--- config.mk ---
export PLATFORM = sky130hd
export DESIGN_NAME = rail_sequencer
export DESIGN_NICKNAME = d
export VERILOG_FILES = /design/src/rtl/seq_pkg.sv /design/src/rtl/seq_timebase.sv /design/src/rtl/seq_rail.sv /design/src/rtl/seq_ctrl.sv /design/src/rtl/rail_sequencer.sv
export SDC_FILE = /design/constraint.sdc
export NUM_CORES = 1
export LEC_CHECK = 0
export BUFFER_PORTS_ARGS = -buffer_cell sky130_fd_sc_hd__clkbuf_2
export CORE_ASPECT_RATIO = 1.75
export CORE_MARGIN = 3
export CORE_UTILIZATION = 55
export DETAILED_ROUTE_END_ITERATION = 10
export PLACE_DENSITY_LB_ADDON = 0.05
export SLEW_MARGIN = 20
export SYNTH_ARGS = -nofsm -noshare
export SYNTH_HDL_FRONTEND = slang
export SYNTH_SLANG_ARGS = --single-unit
--- constraint.sdc ---
create_clock -name clk -period 7.8 [get_ports clk]
set_input_delay 0.39 -clock clk [delete_from_list [all_inputs] [get_ports clk]]
set_output_delay 0.39 -clock clk [all_outputs]
set_load 0.01 [all_outputs]
--- src/rtl/seq_pkg.sv ---
package seq_pkg;
  // all durations are counted in ticks of 25 us
  localparam int TICK_HZ = 40000;
  localparam int TW      = 16;

  typedef enum logic [2:0] {
    ST_OFF,
    ST_UP,
    ST_RDLY,
    ST_ON,
    ST_DN
  } seq_state_e;

  // slot length in ticks: code*step + step/2
  function automatic logic [TW-1:0] slot_ticks(input logic [7:0] code, input logic coarse);
    logic [TW-1:0] c;
    c = {{(TW-8){1'b0}}, code};
    if (coarse) return c * TW'(40) + TW'(20);
    else        return c * TW'(10) + TW'(5);
  endfunction

  // reset delay in ticks: 0.1ms*2^k (k<8) or 1ms*2^(k-8)
  function automatic logic [TW-1:0] dly_ticks(input logic [3:0] code);
    logic [TW-1:0] base;
    base = code[3] ? TW'(40) : TW'(4);
    return base << code[2:0];
  endfunction
endpackage

--- src/rtl/seq_timebase.sv ---
module seq_timebase
  import seq_pkg::*;
#(
  parameter int CLK_HZ = 250_000_000
) (
  input  logic          clk,
  input  logic          rst_n,
  input  logic          load_i,
  input  logic [TW-1:0] load_val_i,
  output logic          expire_o
);
  localparam int DIV = (CLK_HZ / TICK_HZ) < 1 ? 1 : (CLK_HZ / TICK_HZ);
  localparam int PW  = $clog2(DIV + 1);

  logic [PW-1:0] pre_q, pre_d;
  logic [TW-1:0] tmr_q, tmr_d;
  logic          tick;

  assign tick     = (pre_q == PW'(DIV - 1));
  assign expire_o = tick && (tmr_q == '0);

  always_comb begin
    pre_d = pre_q;
    tmr_d = tmr_q;
    if (load_i) begin
      pre_d = '0;
      tmr_d = load_val_i - TW'(1);
    end else if (tick) begin
      pre_d = '0;
      if (tmr_q != '0) tmr_d = tmr_q - TW'(1);
    end else begin
      pre_d = pre_q + PW'(1);
    end
  end

  always_ff @(posedge clk or negedge rst_n) begin
    if (!rst_n) begin
      pre_q <= '0;
      tmr_q <= '0;
    end else begin
      pre_q <= pre_d;
      tmr_q <= tmr_d;
    end
  end
endmodule

--- src/rtl/seq_rail.sv ---
module seq_rail #(
  parameter int SLOT_W = 4
) (
  input  logic              clk,
  input  logic              rst_n,
  input  logic [SLOT_W-1:0] up_slot_i,
  input  logic [SLOT_W-1:0] dn_slot_i,
  input  logic              gpo_i,
  input  logic              up_fire_i,
  input  logic              dn_fire_i,
  input  logic [SLOT_W-1:0] slot_i,
  output logic              en_o
);
  logic en_q, en_d;
  logic unmapped;

  assign unmapped = (up_slot_i == '0) && (dn_slot_i == '0);

  always_comb begin
    en_d = en_q;
    if (unmapped)
      en_d = gpo_i;
    else if (up_fire_i && (up_slot_i != '0) && (up_slot_i == slot_i))
      en_d = 1'b1;
    else if (dn_fire_i && (dn_slot_i != '0) && (dn_slot_i == slot_i))
      en_d = 1'b0;
  end

  always_ff @(posedge clk or negedge rst_n) begin
    if (!rst_n) en_q <= 1'b0;
    else        en_q <= en_d;
  end

  assign en_o = en_q;
endmodule

--- src/rtl/seq_ctrl.sv ---
module seq_ctrl
  import seq_pkg::*;
#(
  parameter int SLOT_W = 4
) (
  input  logic              clk,
  input  logic              rst_n,
  input  logic              act_i,
  input  logic              expire_i,
  input  logic [SLOT_W-1:0] max_up_i,
  input  logic [SLOT_W-1:0] max_dn_i,
  input  logic [TW-1:0]     up_len_i,
  input  logic [TW-1:0]     dn_len_i,
  input  logic [TW-1:0]     dly_len_i,
  output logic              load_o,
  output logic [TW-1:0]     load_val_o,
  output logic              up_fire_o,
  output logic              dn_fire_o,
  output logic [SLOT_W-1:0] slot_o,
  output logic              nrst_o,
  output logic [1:0]        state_o,
  output logic              cause_o
);
  seq_state_e        state_q, state_d;
  logic [SLOT_W-1:0] slot_q, slot_d;
  logic              nrst_q, nrst_d;
  logic              cause_q, cause_d;

  always_comb begin
    state_d    = state_q;
    slot_d     = slot_q;
    nrst_d     = nrst_q;
    cause_d    = cause_q;
    load_o     = 1'b0;
    load_val_o = up_len_i;
    up_fire_o  = 1'b0;
    dn_fire_o  = 1'b0;
    unique case (state_q)
      ST_OFF: begin
        if (act_i) begin
          load_o = 1'b1;
          if (max_up_i == '0) begin
            state_d    = ST_RDLY;
            load_val_o = dly_len_i;
          end else begin
            state_d = ST_UP;
            slot_d  = SLOT_W'(1);
          end
        end
      end
      ST_UP, ST_RDLY, ST_ON: begin
        if (!act_i) begin
          nrst_d  = 1'b0;
          cause_d = 1'b1;
          if (max_dn_i == '0) begin
            state_d = ST_OFF;
          end else begin
            state_d    = ST_DN;
            slot_d     = SLOT_W'(1);
            load_o     = 1'b1;
            load_val_o = dn_len_i;
          end
        end else if (state_q == ST_UP && expire_i) begin
          up_fire_o = 1'b1;
          load_o    = 1'b1;
          if (slot_q >= max_up_i) begin
            state_d    = ST_RDLY;
            load_val_o = dly_len_i;
          end else begin
            slot_d = slot_q + SLOT_W'(1);
          end
        end else if (state_q == ST_RDLY && expire_i) begin
          state_d = ST_ON;
          nrst_d  = 1'b1;
        end
      end
      ST_DN: begin
        if (expire_i) begin
          dn_fire_o = 1'b1;
          if (slot_q >= max_dn_i) begin
            state_d = ST_OFF;
          end else begin
            slot_d     = slot_q + SLOT_W'(1);
            load_o     = 1'b1;
            load_val_o = dn_len_i;
          end
        end
      end
      default: state_d = ST_OFF;
    endcase
  end

  always_ff @(posedge clk or negedge rst_n) begin
    if (!rst_n) begin
      state_q <= ST_OFF;
      slot_q  <= '0;
      nrst_q  <= 1'b0;
      cause_q <= 1'b0;
    end else begin
      state_q <= state_d;
      slot_q  <= slot_d;
      nrst_q  <= nrst_d;
      cause_q <= cause_d;
    end
  end

  assign slot_o  = slot_q;
  assign nrst_o  = nrst_q;
  assign cause_o = cause_q;
  assign state_o = (state_q == ST_ON) ? 2'b11 : 2'b00;
endmodule

--- src/rtl/rail_sequencer.sv ---
module rail_sequencer
  import seq_pkg::*;
#(
  parameter int N_RAIL = 12,
  parameter int SLOT_W = 4,
  parameter int CLK_HZ = 250_000_000
) (
  input  logic                     clk,
  input  logic                     rst_n,
  input  logic                     act_i,
  input  logic                     step_sel_i,
  input  logic [7:0]               up_time_i,
  input  logic [7:0]               dn_time_i,
  input  logic [N_RAIL*SLOT_W-1:0] up_slot_i,
  input  logic [N_RAIL*SLOT_W-1:0] dn_slot_i,
  input  logic [3:0]               rst_dly_i,
  input  logic [N_RAIL-1:0]        gpo_i,
  output logic [N_RAIL-1:0]        en_o,
  output logic                     nrst_o,
  output logic [1:0]               state_o,
  output logic                     cause_o
);
  logic [SLOT_W-1:0] max_up, max_dn, slot;
  logic [TW-1:0]     up_len, dn_len, dly_len, load_val;
  logic              load, expire, up_fire, dn_fire;

  assign up_len  = slot_ticks(up_time_i, step_sel_i);
  assign dn_len  = slot_ticks(dn_time_i, step_sel_i);
  assign dly_len = dly_ticks(rst_dly_i);

  always_comb begin
    max_up = '0;
    max_dn = '0;
    for (int i = 0; i < N_RAIL; i++) begin
      if (up_slot_i[i*SLOT_W +: SLOT_W] > max_up) max_up = up_slot_i[i*SLOT_W +: SLOT_W];
      if (dn_slot_i[i*SLOT_W +: SLOT_W] > max_dn) max_dn = dn_slot_i[i*SLOT_W +: SLOT_W];
    end
  end

  seq_timebase #(.CLK_HZ(CLK_HZ)) u_tb (
    .clk        (clk),
    .rst_n      (rst_n),
    .load_i     (load),
    .load_val_i (load_val),
    .expire_o   (expire)
  );

  seq_ctrl #(.SLOT_W(SLOT_W)) u_ctrl (
    .clk        (clk),
    .rst_n      (rst_n),
    .act_i      (act_i),
    .expire_i   (expire),
    .max_up_i   (max_up),
    .max_dn_i   (max_dn),
    .up_len_i   (up_len),
    .dn_len_i   (dn_len),
    .dly_len_i  (dly_len),
    .load_o     (load),
    .load_val_o (load_val),
    .up_fire_o  (up_fire),
    .dn_fire_o  (dn_fire),
    .slot_o     (slot),
    .nrst_o     (nrst_o),
    .state_o    (state_o),
    .cause_o    (cause_o)
  );

  for (genvar g = 0; g < N_RAIL; g++) begin : g_rail
    seq_rail #(.SLOT_W(SLOT_W)) u_rail (
      .clk       (clk),
      .rst_n     (rst_n),
      .up_slot_i (up_slot_i[g*SLOT_W +: SLOT_W]),
      .dn_slot_i (dn_slot_i[g*SLOT_W +: SLOT_W]),
      .gpo_i     (gpo_i[g]),
      .up_fire_i (up_fire),
      .dn_fire_i (dn_fire),
      .slot_i    (slot),
      .en_o      (en_o[g])
    );
  end
endmodule

==> results.txt <==
STA classifies the critical path startpoint as an input pin. In this run the worst path has a maximum fanout of 5. Setup violations remaining at the end of the flow were counted as 36.

The placeable core region is 18300 sq um. The capturing instance or port of the critical path is u_tb.tmr_q[14]$_DFFE_PN0P_. Setup repair after global routing could not meet its margin everywhere. The cell count of the worst reg-to-reg path is 19. The number of global-route vias before repair came out at between 10000 and 15000.

The smallest setup slack after layout is -11380 ps. The quantity of hold-fixing buffers added after cts came out at 0. The number of instances in the placed design came out at 1984. The area fraction in and, or, nand and nor cells after synthesis came out at 0.238. The post-synthesis average cell area is 7.49 sq um. The reg-to-reg startpoint is u_tb.tmr_q[9]$_DFFE_PN0P_. The number of placement rows came out at between 60 and 70.

The fraction of the yosys area taken by sequential cells came out at 0.121. The transition time of the tightest slew-check pin is 1000 ps. The portion of synthesized area spent on multiplexers is 0.105. Yosys mapped the design onto 93 distinct sky130hd cell types.

The data required time of the critical path came out at 7990 ps. The register-to-register path setup slack came out at roughly 2200 ps. The run finished, with violations left. The worst setup path is captured at a flip-flop.

The cell accounting for the most synthesized area is sky130_fd_sc_hd__ha_1. The clock period minus worst slack came out at 19180 ps. Synthesis produced a netlist whose cell count is 1382. The level count of the clock H-tree is 2. The length of routed met2 wiring came out at approximately 24000 um. The worst min-delay path class is in2async. Yosys attributes the largest share of cell area to sky130_fd_sc_hd__ha_1 (13%), sky130_fd_sc_hd__dfrtp_1 (12%), sky130_fd_sc_hd__xnor2_1 (6.9%). Of the total synthesized cell area, the portion taken by full adders, half adders and majority gates is 0.142. The starting utilization of the core area is 0.566.

The sum of overflow across all layers after global routing came out at 0. The worst relative slew slack is 0.331. The cell repeated most along the worst path is sky130_fd_sc_hd__ha_4. Dividing the final minimum period by the clock period gives 2.46. The count of routing violations after the opening detailed-route iteration came out at 1298.

The I/O pin count is 148. The final reports fail on negative setup slack. After synthesis the netlist holds a flip-flop and latch count of 50. The total number of vias is 13800.

The filler cells instantiated in the layout total 969. The post-detailed-placement half-perimeter wirelength came out at 29900 um. The main combinational cell family by area after synthesis is simple AND/OR/NAND/NOR gates.

The met3 wire length is 3940 um. Yosys mapped a number of flops with a built-in enable equal to 0. The number of design rule violations left after detail routing is 0.

The tool flagged a number of max-cap violations equal to 0. The post-detailed-routing wire length came out at 47700 um. In this run the top signal layer used is met5. The net count of the finished layout came out at 2115. The global-route wire length before repair is 64500 um. For this run, the top clock speed supported by timing is 0.0521 GHz.

The number of slew-limit violations in the final report came out at 0. The area growth from synthesis to layout is 53.7%. The via density per instance is 6.56.

For this block, wires on met1 add up to around 14000 um. The number of buffers inserted during clock tree synthesis is 5. Routability-driven placement finished with a final weighted congestion of roughly 0.95. CTS placed an instance of sky130_fd_sc_hd__clkbuf_16 at the clock tree root. The later pin in the worst-skew pair is clocked with a latency of 300 ps. The buffer levels on the longest clock path is 2. The number of clock sinks seen by CTS came out at 50. The fraction of registers with async set or reset after synthesis is 1.00. In this run the tool buffered the top-level ports with 147 buffer cells. The worst setup path startpoint is up_slot_i[5].

The final antenna-violating net count came out at 0. The xor and xnor fraction of the mapped netlist area came out at 0.120. Yosys instantiated no cell more often than sky130_fd_sc_hd__ha_1. The fraction of layout cells with a size suffix above 1 is 0.451. The clock input transition at the sequential cells of the worst setup and hold paths is 80 ps. TritonCTS built the clock tree. The count of synthesis-stage warnings from yosys came out at 0. The critical path is of the in2reg type.

The complex-gate fraction of the synthesized area is 0.205. Entering global routing, the biggest net connects 51 pins. Among all flip-flop cells after synthesis, the most frequent one is sky130_fd_sc_hd__dfrtp_1.

The total iterations of the first detailed-routing run is 8. For the worst setup path, the data arrival time is 19380 ps. The overall die width is 110 um. The number of antenna violations at the first check in global routing is 1. The number of failing hold endpoints at the final stage was 0. The net count after synthesis came out at 1627. The total global routing track utilization came out at 0.393.

On the critical path, the stage with the largest delay is an instance of sky130_fd_sc_hd__nand4_1. The post-route non-filler standard cell count came out at 2105. The area share of the leading cell type in the synthesized netlist is 0.134.

The overall die height came out at 188 um. The routed wire length per instance is 22.7 um. The end of the worst register-to-register path is u_tb.tmr_q[14]$_DFFE_PN0P_. The cell area after synthesis came out at 10400 sq um.

The die covers 20600 sq um. The final clock skew came out at approximately 12 ps. For this run, the slowest stage of the critical path takes 530 ps.

Ranked by instance count, the synthesized netlist is headed by sky130_fd_sc_hd__ha_1 (111), sky130_fd_sc_hd__inv_1 (108), sky130_fd_sc_hd__nand2_1 (105). The number of inserted diodes is 0.
[final cells by class]
class | count | area, sq um | area share
multi-input combinational | 1159 | 9840 | 0.618
timing repair buffer | 546 | 3940 | 0.248
sequential | 50 | 1250 | 0.0786
inverter | 108 | 433 | 0.0272
tap | 234 | 293 | 0.0184
clock buffer | 5 | 125 | 0.00786
clock inverter | 3 | 28.8 | 0.00181
[logic make-up after synthesis]
group           after synthesis
fa+ha+maj                   117
xor+xnor                    142
flops                        50
compound gates              316
simple gates                481
buf+inv                     174
mux                         102
[critical path: cells and delay by family]
| family | cells | cell delay, ps |
|---|---|---|
| AOI/OAI and AO/OA | 33 | 6320 |
| and+or+nand+nor | 31 | 4780 |
| adders and majority gates | 14 | 3630 |
| muxes | 10 | 2450 |
| buffers and inverters | 15 | 1760 |
[stage by stage]
| step | hold slack (ps) | instance area [sq um] | TNS [ps] | util | setup WS (ps) |
|---|---|---|---|---|---|
| floorplan | 94.4 | 10800 | -309710 | - | -10630 |
| global placement | 455 | 13600 | -321230 | 0.746 | -10510 |
| detailed placement | 470 | 13600 | -337310 | 0.746 | -11040 |
| CTS | 242 | 14900 | -311630 | 0.813 | -10240 |
| global route | 271 | 15900 | -372370 | 0.870 | -11980 |
| finish | 222 | 15900 | -349620 | 0.870 | -11380 |
[worst min-delay path by stage]
stage | start | end | slack, ps | cells past startpoint
final | rst_n | u_tb.pre_q[7]$_DFF_PN0_ | 220 | 2
after global routing | rst_n | u_tb.pre_q[7]$_DFF_PN0_ | 270 | 2
after CTS | rst_n | g_rail[3].u_rail.en_o$_DFFE_PN0P_ | 240 | 2
after detailed placement | u_ctrl.cause_o$_DFFE_PN0P_ | u_ctrl.cause_o$_DFFE_PN0P_ | 470 | 1
after global placement | u_ctrl.cause_o$_DFFE_PN0P_ | u_ctrl.cause_o$_DFFE_PN0P_ | 460 | 1
after floorplan | rst_n | g_rail[0].u_rail.en_o$_DFFE_PN0P_ | 90 | 0
[sequential cells by signal, summed over array words and instances (netlist names)]
| signal | flops |
|---|---|
| u_ctrl.slot_o | 4 |
| u_ctrl.state_q | 3 |
| u_ctrl.cause_o | 1 |
| u_ctrl.nrst_o | 1 |
| g_rail.u_rail.en_o | 12 |
| u_tb.tmr_q | 16 |
| u_tb.pre_q | 13 |
[routing by layer]
metal / GRT usage / vias to the layer above
li1: - / 5963
met1: 0.333 / 6365
met2: 0.712 / 963
met3: 0.0892 / 510
met4: 0.375 / 2
met5: 0 / -
[placed cells by master (no fill, tap or decap), drive strengths merged, types with 10 or more instances in the layout]
cell type,count
nor2b,21
nand3,52
inv,109
nand2b,26
dfrtp,50
buf,404
and3,18
a21o,15
nand2,105
nand4,32
mux2,44
a41o,10
ha,111
o21ai,92
nor2,104
o31a,10
a21oi,77
mux2i,58
nor4,24
o211ai,15
clkbuf,147
xor2,60
xnor2,82
nor3,48
[what timing repair did]
item / CTS / global route
pin swaps: 108 / 110
cloned: 1 / 0
setup endpoints to repair: 36 / 36
gates resized for setup: 132 / 169
setup buffers: 67 / 64
Power is left out: the tool's default activity adds up to more than one toggle a clock period on the data nets, which glitch-free logic cannot reach.
